File: config.mk
export PLATFORM = sky130hd
export DESIGN_NAME = fu_alloc_split
export DESIGN_NICKNAME = d
export VERILOG_FILES = /design/src/rtl/fu_split_pkg.sv /design/src/rtl/fu_pick.sv /design/src/rtl/fu_pool.sv /design/src/rtl/fu_gather.sv /design/src/rtl/fu_alloc_split.sv
export SDC_FILE = /design/constraint.sdc
export NUM_CORES = 1
export LEC_CHECK = 0
export CORE_AREA = 2 2 169 171
export DETAILED_ROUTE_END_ITERATION = 10
export DIE_AREA = 0 0 171 173
export DONT_BUFFER_PORTS = 1
export GPL_TIMING_DRIVEN = 0
export SLEW_MARGIN = 25
export SYNTH_ARGS = -nofsm -noshare
export SYNTH_HDL_FRONTEND = slang
export SYNTH_HIERARCHICAL = 1
export SYNTH_SLANG_ARGS = --single-unit
File: constraint.sdc
create_clock -name clk -period 2.4 [get_ports clk]
set_input_delay 0.48 -clock clk [delete_from_list [all_inputs] [get_ports clk]]
set_output_delay 0.48 -clock clk [all_outputs]
set_load 0.02 [all_outputs]
File: src/rtl/fu_split_pkg.sv
package fu_split_pkg;

  typedef enum logic [1:0] {
    OPW_8  = 2'd0,
    OPW_16 = 2'd1,
    OPW_32 = 2'd2,
    OPW_64 = 2'd3
  } op_width_e;

endpackage

File: src/rtl/fu_pick.sv
// Lowest-index finder over a free vector, either single units or aligned pairs.
module fu_pick #(
  parameter int N    = 8,
  parameter bit PAIR = 1'b0
) (
  input  logic [N-1:0] free_i,
  output logic         found_o,
  output logic [N-1:0] mask_o
);

  localparam int NP = N / 2;

  generate
    if (PAIR) begin : g_pair
      logic [NP-1:0] cand;
      for (genvar k = 0; k < NP; k++) begin : g_cand
        assign cand[k] = free_i[2*k] & free_i[2*k+1];
      end
      always_comb begin
        found_o = 1'b0;
        mask_o  = '0;
        for (int k = 0; k < NP; k++) begin
          if (cand[k] && !found_o) begin
            found_o       = 1'b1;
            mask_o[2*k]   = 1'b1;
            mask_o[2*k+1] = 1'b1;
          end
        end
      end
    end else begin : g_single
      always_comb begin
        found_o = 1'b0;
        mask_o  = '0;
        for (int i = 0; i < N; i++) begin
          if (free_i[i] && !found_o) begin
            found_o   = 1'b1;
            mask_o[i] = 1'b1;
          end
        end
      end
    end
  endgenerate

endmodule

File: src/rtl/fu_pool.sv
// One pool of equal-size units with busy bits and pair bookkeeping.
module fu_pool #(
  parameter int N    = 8,
  parameter int IW   = $clog2(N)
) (
  input  logic          clk,
  input  logic          rst_n,
  input  logic          req_one_i,
  input  logic          req_pair_i,
  input  logic          rel_valid_i,
  input  logic [IW-1:0] rel_idx_i,
  output logic [N-1:0]  gnt_mask_o,
  output logic          no_room_o,
  output logic [N-1:0]  busy_o
);

  localparam int NP = N / 2;

  function automatic logic [N-1:0] even_bits();
    logic [N-1:0] r;
    for (int i = 0; i < N; i++) r[i] = (i % 2 == 0);
    return r;
  endfunction
  localparam logic [N-1:0] EVEN_BITS = even_bits();

  logic [N-1:0]  busy_q, busy_d;
  logic [NP-1:0] paired_q, paired_d;
  logic [N-1:0]  free_v;
  logic [N-1:0]  one_mask, pair_mask, rel_mask;
  logic          one_found, pair_found;
  logic          upd_en;

  assign free_v = ~busy_q;

  fu_pick #(.N(N), .PAIR(1'b0)) i_pick_one (
    .free_i (free_v),
    .found_o(one_found),
    .mask_o (one_mask)
  );

  fu_pick #(.N(N), .PAIR(1'b1)) i_pick_pair (
    .free_i (free_v),
    .found_o(pair_found),
    .mask_o (pair_mask)
  );

  // grant selection
  always_comb begin
    gnt_mask_o = '0;
    if (req_pair_i && pair_found)     gnt_mask_o = pair_mask;
    else if (req_one_i && one_found)  gnt_mask_o = one_mask;
  end

  assign no_room_o = (req_pair_i && !pair_found) || (req_one_i && !one_found);

  // release decode: a unit of a recorded pair frees its partner too
  always_comb begin
    rel_mask = '0;
    if (rel_valid_i && busy_q[rel_idx_i]) begin
      if (paired_q[rel_idx_i[IW-1:1]]) begin
        rel_mask[{rel_idx_i[IW-1:1], 1'b0}] = 1'b1;
        rel_mask[{rel_idx_i[IW-1:1], 1'b1}] = 1'b1;
      end else begin
        rel_mask[rel_idx_i] = 1'b1;
      end
    end
  end

  // next state
  assign upd_en = req_one_i || req_pair_i || rel_valid_i;
  assign busy_d = (busy_q | gnt_mask_o) & ~rel_mask;

  generate
    for (genvar k = 0; k < NP; k++) begin : g_pairbit
      assign paired_d[k] = (paired_q[k] | (req_pair_i & gnt_mask_o[2*k]))
                         & ~(paired_q[k] & rel_mask[2*k]);
    end
  endgenerate

  // state registers
  always_ff @(posedge clk or negedge rst_n) begin
    if (!rst_n) begin
      busy_q   <= '0;
      paired_q <= '0;
    end else if (upd_en) begin
      busy_q   <= busy_d;
      paired_q <= paired_d;
    end
  end

  assign busy_o = busy_q;

  p_grant_free_r2: assert property (@(posedge clk) disable iff (!rst_n)
    (gnt_mask_o & busy_q) == '0)
    else $error("grant names a busy unit");

  p_pair_aligned_r3: assert property (@(posedge clk) disable iff (!rst_n)
    (req_pair_i && gnt_mask_o != '0) |->
      ($countones(gnt_mask_o) == 2 &&
       ((gnt_mask_o & EVEN_BITS) << 1) == (gnt_mask_o & ~EVEN_BITS)))
    else $error("pair grant not an aligned couple");

  p_stall_quiet_r5: assert property (@(posedge clk) disable iff (!rst_n)
    no_room_o |-> gnt_mask_o == '0)
    else $error("grant while out of room");

  p_busy_follow_r6: assert property (@(posedge clk) disable iff (!rst_n)
    (gnt_mask_o != '0) |=> ((busy_q & $past(gnt_mask_o)) == $past(gnt_mask_o)))
    else $error("granted unit not busy next cycle");

  generate
    for (genvar k = 0; k < NP; k++) begin : g_pair_chk
      p_pair_together_r7: assert property (@(posedge clk) disable iff (!rst_n)
        paired_q[k] |-> (busy_q[2*k] && busy_q[2*k+1]))
        else $error("pair halves out of step");
    end
  endgenerate

endmodule

File: src/rtl/fu_gather.sv
// Rebuilds the ALU operand from one unit or from both halves of a pair.
module fu_gather
  import fu_split_pkg::*;
#(
  parameter int N      = 8,
  parameter int WORD_W = 32,
  parameter int BYTE_W = 8,
  parameter int IW     = $clog2(N)
) (
  input  logic [1:0]          width_i,
  input  logic [IW-1:0]       idx_i,
  input  logic [N*WORD_W-1:0] wide_val_i,
  input  logic [N*BYTE_W-1:0] narrow_val_i,
  output logic [2*WORD_W-1:0] data_o
);

  logic [IW-1:0] idx_hi, idx_lo;
  assign idx_hi = {idx_i[IW-1:1], 1'b0};
  assign idx_lo = {idx_i[IW-1:1], 1'b1};

  always_comb begin
    data_o = '0;
    case (op_width_e'(width_i))
      OPW_64: begin
        data_o[2*WORD_W-1:WORD_W] = wide_val_i[int'(idx_hi)*WORD_W +: WORD_W];
        data_o[WORD_W-1:0]        = wide_val_i[int'(idx_lo)*WORD_W +: WORD_W];
      end
      OPW_32: data_o[WORD_W-1:0] = wide_val_i[int'(idx_i)*WORD_W +: WORD_W];
      OPW_16: begin
        data_o[2*BYTE_W-1:BYTE_W] = narrow_val_i[int'(idx_hi)*BYTE_W +: BYTE_W];
        data_o[BYTE_W-1:0]        = narrow_val_i[int'(idx_lo)*BYTE_W +: BYTE_W];
      end
      default: data_o[BYTE_W-1:0] = narrow_val_i[int'(idx_i)*BYTE_W +: BYTE_W];
    endcase
  end

endmodule

File: src/rtl/fu_alloc_split.sv
module fu_alloc_split
  import fu_split_pkg::*;
#(
  parameter int N_UNITS = 8,
  parameter int WORD_W  = 32,
  parameter int BYTE_W  = 8,
  parameter int IDX_W   = $clog2(N_UNITS)
) (
  input  logic                        clk,
  input  logic                        rst_n,
  input  logic                        req_valid,
  input  logic [1:0]                  req_width,
  input  logic                        rel_valid,
  input  logic                        rel_narrow,
  input  logic [IDX_W-1:0]            rel_idx,
  input  logic [N_UNITS*WORD_W-1:0]   wide_val,
  input  logic [N_UNITS*BYTE_W-1:0]   narrow_val,
  input  logic [1:0]                  gth_width,
  input  logic [IDX_W-1:0]            gth_idx,
  output logic [N_UNITS-1:0]          gnt_wide_mask,
  output logic [N_UNITS-1:0]          gnt_narrow_mask,
  output logic                        stall,
  output logic [N_UNITS-1:0]          busy_wide,
  output logic [N_UNITS-1:0]          busy_narrow,
  output logic [2*WORD_W-1:0]         gth_data
);

  op_width_e rw;
  logic      w_one, w_pair, n_one, n_pair;
  logic      w_no_room, n_no_room;

  assign rw     = op_width_e'(req_width);
  assign n_one  = req_valid && (rw == OPW_8);
  assign n_pair = req_valid && (rw == OPW_16);
  assign w_one  = req_valid && (rw == OPW_32);
  assign w_pair = req_valid && (rw == OPW_64);

  fu_pool #(.N(N_UNITS), .IW(IDX_W)) i_pool_wide (
    .clk        (clk),
    .rst_n      (rst_n),
    .req_one_i  (w_one),
    .req_pair_i (w_pair),
    .rel_valid_i(rel_valid && !rel_narrow),
    .rel_idx_i  (rel_idx),
    .gnt_mask_o (gnt_wide_mask),
    .no_room_o  (w_no_room),
    .busy_o     (busy_wide)
  );

  fu_pool #(.N(N_UNITS), .IW(IDX_W)) i_pool_narrow (
    .clk        (clk),
    .rst_n      (rst_n),
    .req_one_i  (n_one),
    .req_pair_i (n_pair),
    .rel_valid_i(rel_valid && rel_narrow),
    .rel_idx_i  (rel_idx),
    .gnt_mask_o (gnt_narrow_mask),
    .no_room_o  (n_no_room),
    .busy_o     (busy_narrow)
  );

  assign stall = w_no_room || n_no_room;

  fu_gather #(.N(N_UNITS), .WORD_W(WORD_W), .BYTE_W(BYTE_W), .IW(IDX_W)) i_gather (
    .width_i     (gth_width),
    .idx_i       (gth_idx),
    .wide_val_i  (wide_val),
    .narrow_val_i(narrow_val),
    .data_o      (gth_data)
  );

  p_one_pool_r2: assert property (@(posedge clk) disable iff (!rst_n)
    $onehot0({|gnt_wide_mask, |gnt_narrow_mask}))
    else $error("both pools granted at once");

  p_idle_quiet_r1: assert property (@(posedge clk) disable iff (!rst_n)
    !req_valid |-> (!stall && gnt_wide_mask == '0 && gnt_narrow_mask == '0))
    else $error("activity without a request");

endmodule

* Yosys cells after proc, flatten, opt, wreduce, memory -nomap -nowiden *
Cells that the tools add are included.

storage, ports and cells
  bits in writable memories = 0
  bits in latches = 0
  input bits = 335
  word-level logic and storage cells = 224
  memories kept = 0
  ROM bits = 0
  register bits = 24

cells by class
  order comparisons = 7
  add/subtract/negate cells = 0
  reduce and logical (&&, ||, !) cells = 72
  multiplexer cells = 72
  shift-type cells = 6
  bitwise operators = 57
  $mul = 0
  div/mod/pow operators = 0
  equal/unequal tests = 6

operators by type and width
  kind                                                                                  count
  256-bit by 9-bit indexed part select with 32-bit output                               3
  64-bit by 7-bit indexed part select with 8-bit output                                 3
  8-bit two-way mux                                                                     8
  8-bit case mux with 3 select lines                                                    2
  1-bit two-way mux                                                                     45
  1-bit logical AND                                                                     39
  1-bit bitwise AND                                                                     32
  32-bit two-way mux                                                                    1
  8-bit inverter                                                                        4
  16-bit case mux with 2 select lines                                                   1
  1-bit zero test                                                                       25
  8-bit bitwise AND                                                                     2
  2-bit two-way mux                                                                     8
  8-bit OR                                                                              2
  3-bit by 4-bit less-than comparator with 1-bit output (second input constant)         3
  3-bit by 1-bit greater-or-equal comparator with 1-bit output (second input constant)  3
  2-bit == test (second input constant)                                                 4
  1-bit inverter                                                                        8
  1-bit OR                                                                              8
  7-bit by 8-bit OR with 8-bit output                                                   1
  1-bit logical OR                                                                      7
  1-bit binary-select mux with 3-bit select                                             2
  1-bit binary-select mux with 2-bit select                                             2
  1-bit demux with 2-bit select                                                         2
  other kinds (4)                                                                       5

* Logic depth before layout (Yosys ltp) *
  word-level depth = 29
  gate-level depth with buffers = 8

* Cells and area by module *
Netlist, hierarchy kept.

by module, submodules not included
  module                                   area an instance (µm²)  cells an instance  seq. area each (µm²)  instances
  fu_gather                                2792.7                  249                0.0                   1
  fu_pool                                  789.5                   85                 300.3                 2
  fu_pick (i_pool_narrow.i_pick_one ...)   96.3                    12                 0.0                   2
  fu_pick (i_pool_narrow.i_pick_pair ...)  77.6                    12                 0.0                   2
  fu_alloc_split                           56.3                    7                  0.0                   1

* Worst setup path before layout *
No wires, ideal clock.

  path type = register -> output
  start = reg i_pool_narrow.busy_q[2] (netlist: i_pool_narrow/busy_o[2])
  end = out gnt_narrow_mask[1]
  stages on the path, launching flop included = 8
  slack = 56 ps
  arrival time = 1864 ps
  path buffers = 1
  required time = 1920 ps
  cells stage by stage = dfrtp_1 inv_1 a222oi_1 nand2_1 and2_1 buf_2 nor2_2 a22o_1

RTL lines
  item                                RTL line              RTL
  start, declared                     fu_pool.sv:26         logic [N-1:0] busy_q, busy_d;
  start signal, assigned              fu_pool.sv:86         busy_q <= busy_d;
  8-bit inverter *                    fu_pool.sv:33         assign free_v = ~busy_q;
  named net i_pool_narrow.free_v[2]   fu_pool.sv:28         logic [N-1:0] free_v;
  1-bit bitwise AND *                 fu_pick.sv:17         assign cand[k] = free_i[2*k] & free_i[2*k+1];
  1-bit logical AND *                 fu_pick.sv:23         if (cand[k] && !found_o) begin
  1-bit two-way mux *                 fu_pick.sv:23
  1-bit zero test                     fu_pick.sv:23
  1-bit logical AND                   fu_pick.sv:23
  1-bit two-way mux *                 fu_pick.sv:23
  1-bit zero test                     fu_pick.sv:23
  1-bit logical AND                   fu_pick.sv:23
  1-bit two-way mux *                 fu_pick.sv:23
  named net i_pool_narrow.pair_found  fu_pool.sv:30         logic one_found, pair_found;
  1-bit logical AND *                 fu_pool.sv:50         if (req_pair_i && pair_found) gnt_mask_o = pair_mask;
  8-bit two-way mux *                 fu_pool.sv:50
  end, declared                       fu_alloc_split.sv:21  output logic [N_UNITS-1:0] gnt_narrow_mask,

The timed path passes the listed nets; every way through them passes the cells marked *.

* Worst setup path in the final report *
  start = reg i_pool_narrow.busy_q[2] (netlist: i_pool_narrow/busy_o[2])
  end = out gnt_narrow_mask[5]

The elaborated chain is that of the path after synthesis.

==> impl_metrics.toml <==
[status]
violations = "setup timing"
status = "complete, but fails checks"

[critical_path]
path_delay_family = "compound AO/OA/AOI/OAI gates"
critPathCaptureType = "primary output"
critical_path_class = "flip-flop to primary output"
worst_path_largest_cell_delay_ns = 0.48
path_cells = "inv_4 > a222oi_1 > nand2_1 > and2_4 > buf_12 > nor2_4 > a22o_4"
cp_max_fo = 5
crit_slowest_cell = "dfrtp_2"
critPathBufInv = 2
start_kind = "flip-flop"
cp.arrival_ns = 2.04
r2r_slack_ns = 0.34
required_ns = 1.92
r2r-end = "i_pool_narrow/paired_q[1]"
rr_worst_depth = 8
r2r_start = "i_pool_narrow/busy_o[2]"

[yosys]
yosys.cell_types.count = 45
syn_nets = 809
yosysWarnings = 6
avgSynthCellArea_sq_um = 10.08
netlist_area_sq_um = 4776
ys_seq_area_share_pct = 12.58
synth_seq_cells = 24
synthCells = 474

[global_routing]
antenna_found_initial = 10
grt_remaining_overflow = 0
grt_pass1_vias = 4868
grt_max_degree = 25
grt_pass1_wl_microns = 36690
grt_usage_pct = 17.40

[detailed_routing]
dr.max_layer_used = "met5"
drc = 0
vias = 4747
drt-total-wl_microns = 27430
post_drt_wl_per_cell_microns = 31.27
wl_met3_microns = 2385
vias_per_cell = 5.413
ant_nets = 0
drt_iter0_markers = 376
wl_met2_microns = 13030
m1WireLength_microns = 11020
drt_pass1_iterations = 7

[sta]
setup_slack_ns = -0.1172
slew_headroom_pct = 44.74
fin_worst_skew_ns = 0.001782
setup_viol = 11
rsz0062_at_grt = "yes"
tns_ns = -0.8966
worst_slew_pin_slew_ns = 0.8289
drv_slew = 0
fin_crit_ns = 2.517
finalHoldViolCount = 0
fmax_ghz = 0.3973
timing.hold.ws_ns = 0.03247
min_period_over_period_pct = 104.9

[place]
dp_hpwl_microns = 23890
gp_congestion = 1.073
port_buffers = 0

[pwr]
power.density_nw_per_um2 = 649.4
p_leak_nw = 2.076
clock_power_share_pct = 10.4
switchingPower_mw = 1.828
power_mw = 3.795
ir_drop_mv = 0.2542
swShare_pct = 48.17
p_int_mw = 1.967
p_comb_share_pct = 62.0
seq_power_share_pct = 27.6

[cts]
cts-buffers-inserted = 3
cts_tree = "yes"
clk_pin_slew_worst_paths_ns = 0.06
clockBufferDepth = 2
clock_latency_ns = 0.26
clockRootBuffer = "clkbuf_16"
htree_levels = 1
cts_sinks = 24

[final_layout]
area_delta_synth_final_pct = 22.35
drive_above_1_share_pct = 46.53
nNetsFinal = 826

[die]
die_h_microns = 173
die-area_sq_um = 29580
core_area_sq_um = 27630
initial_utilization_pct = 17.29
die_w_microns = 171
rows = 61
io-pin-count = 432

[flow_run]
maxCapViolCount = 0

[worst_hold_path]
holdCritPathClass = "input port to asynchronous set/reset pin"
[layout make-up]
class                   count  area [sq um]
multi-input cells         376          4041
well taps                 378         473.0
plain buffers              52         391.6
clock buffers               4         88.84
fillers                  3014         21790
flip-flops and latches     24         615.6
diodes                      9         22.52
inverters                  22         90.09
repair buffers             12         120.1
[Yosys cell counts]
| cell | number | share of area (%) |
|---|---|---|
| a222oi_1 | 2 | 0.42 |
| mux2_1 | 2 | 0.47 |
| and2_2 | 2 | 0.31 |
| clkbuf_1 | 13 | 1.0 |
| and2b_1 | 2 | 0.31 |
| nor3b_2 | 2 | 0.52 |
| a22oi_2 | 2 | 0.52 |
| mux4_2 | 82 | 39 |
| and3b_1 | 4 | 0.73 |
| a21boi_0 | 16 | 2.5 |
| and3_2 | 1 | 0.16 |
| o21ai_1 | 8 | 0.84 |
| or2_1 | 1 | 0.13 |
| o21a_1 | 1 | 0.16 |
| and2_4 | 2 | 0.37 |
| nor2_2 | 2 | 0.26 |
| and2b_2 | 2 | 0.37 |
| nor2_1 | 15 | 1.2 |
| o22ai_1 | 2 | 0.26 |
| buf_4 | 15 | 2.4 |
| and4b_1 | 4 | 0.84 |
| inv_1 | 22 | 1.7 |
| nor3b_1 | 2 | 0.31 |
| dfrtp_1 | 24 | 13 |
| mux2_4 | 4 | 1.3 |
| a22o_1 | 8 | 1.5 |
| nor2b_1 | 6 | 0.79 |
| o21ai_0 | 6 | 0.63 |
| a21oi_1 | 10 | 1.0 |
| a22oi_1 | 26 | 4.1 |
| buf_2 | 14 | 1.5 |
| buf_6 | 10 | 2.4 |
| or2_2 | 1 | 0.13 |
| nand2_1 | 68 | 5.3 |
| nand3_1 | 20 | 2.1 |
| nor4b_1 | 2 | 0.37 |
| nor3_2 | 1 | 0.21 |
| nor4_4 | 2 | 0.89 |
| a2bb2oi_1 | 2 | 0.37 |
| o32a_1 | 16 | 3.4 |
| and3_1 | 2 | 0.26 |
| and2_1 | 39 | 5.1 |
| a41oi_1 | 6 | 1.1 |
| o21ba_2 | 1 | 0.21 |
| mux2i_1 | 2 | 0.42 |
[how the worst max path moves through the flow]
stage | startpoint | to | slack, ns | depth (start not counted)
after floorplan | i_pool_narrow/busy_o[2] | gnt_narrow_mask[1] | 0.06 | 7
after global placement | gth_width[0] | gth_data[24] | -0.49 | 5
after detailed placement | gth_width[0] | gth_data[24] | -0.50 | 5
after CTS | i_pool_narrow/busy_o[3] | gnt_narrow_mask[7] | -0.11 | 7
after global routing | i_pool_narrow/busy_o[2] | gnt_narrow_mask[7] | -0.16 | 7
final | i_pool_narrow/busy_o[2] | gnt_narrow_mask[5] | -0.12 | 7
[registers in the layout, indices dropped and copies added (netlist names)]
name	count
i_pool_wide/busy_o	8
i_pool_narrow/busy_o	8
i_pool_wide/paired_q	4
i_pool_narrow/paired_q	4
[metal layers]
| metal | up-vias | track usage (%) |
|---|---|---|
| met5 | - | 0 |
| met1 | 2495 | 22.17 |
| met2 | 302 | 29.00 |
| met3 | 41 | 4.120 |
| li1 | 1907 | - |
| met4 | 2 | 5.367 |
[what timing repair did]
item | CTS | global route
hold buffers | 1 | 0
endpoints found under the hold margin | 24 | 0
endpoints found under the setup margin | 76 | 35
gates resized for setup | 108 | 18
setup buffers | 9 | 2
cloned | 2 | 0
pin swaps | 14 | 11
[cell families after synthesis]
group	share of synthesized area, %
multiplexers	40.82
flip-flops	12.58
AND/OR/NAND/NOR	20.70
AO/OA/AOI/OAI	16.98
buffers and inverters	8.934
[cells in the final DEF (no fill, tap or decap), types with 6 or more instances in the layout]
master	n
buf_2	9
a22oi_1	26
diode_2	9
a22o_4	8
o32a_1	16
a21boi_2	12
o21ai_0	6
inv_1	10
buf_4	25
clkbuf_1	12
mux4_2	82
nand2_1	62
a41oi_1	6
buf_6	11
nand3_1	17
inv_2	9
nor2b_1	6
a21oi_1	10
nand2_2	6
dfrtp_1	12
dfrtp_2	12
and2_1	37
o21ai_4	8
nor2_1	14
[power by group through the flow]
stage	Combinational, mW	Sequential [mW]	Clock [mW]
floorplan	1.63	0.918	0
global placement	1.98	0.995	0
detailed placement	2.00	1.00	0
CTS	2.29	1.04	0.406
global route	2.52	1.08	0.413
finish	2.35	1.05	0.395
[stage by stage]
stage	instances	worst slack, ns	instance area (sq um)	util (%)
6_report	877	-0.1172	5843	21.15
5_1_grt	872	-0.1557	5831	21.10
4_1_cts	866	-0.1087	5747	20.80
3_5_place_dp	852	-0.4952	5249	19.00
3_3_place_gp	852	-0.4863	5249	19.00
2_1_floorplan	474	0.05627	4776	-
[worst reg2reg max path: stages, from the launching register on]
cell and delay, ns:
dfrtp_2 0.48, inv_4 0.05, a222oi_1 0.43, nand2_1 0.13
and2_4 0.19, buf_16 0.14, o21ai_4 0.27, a21oi_1 0.11
a41oi_1 0.17
(Power assumes the default switching activity.)
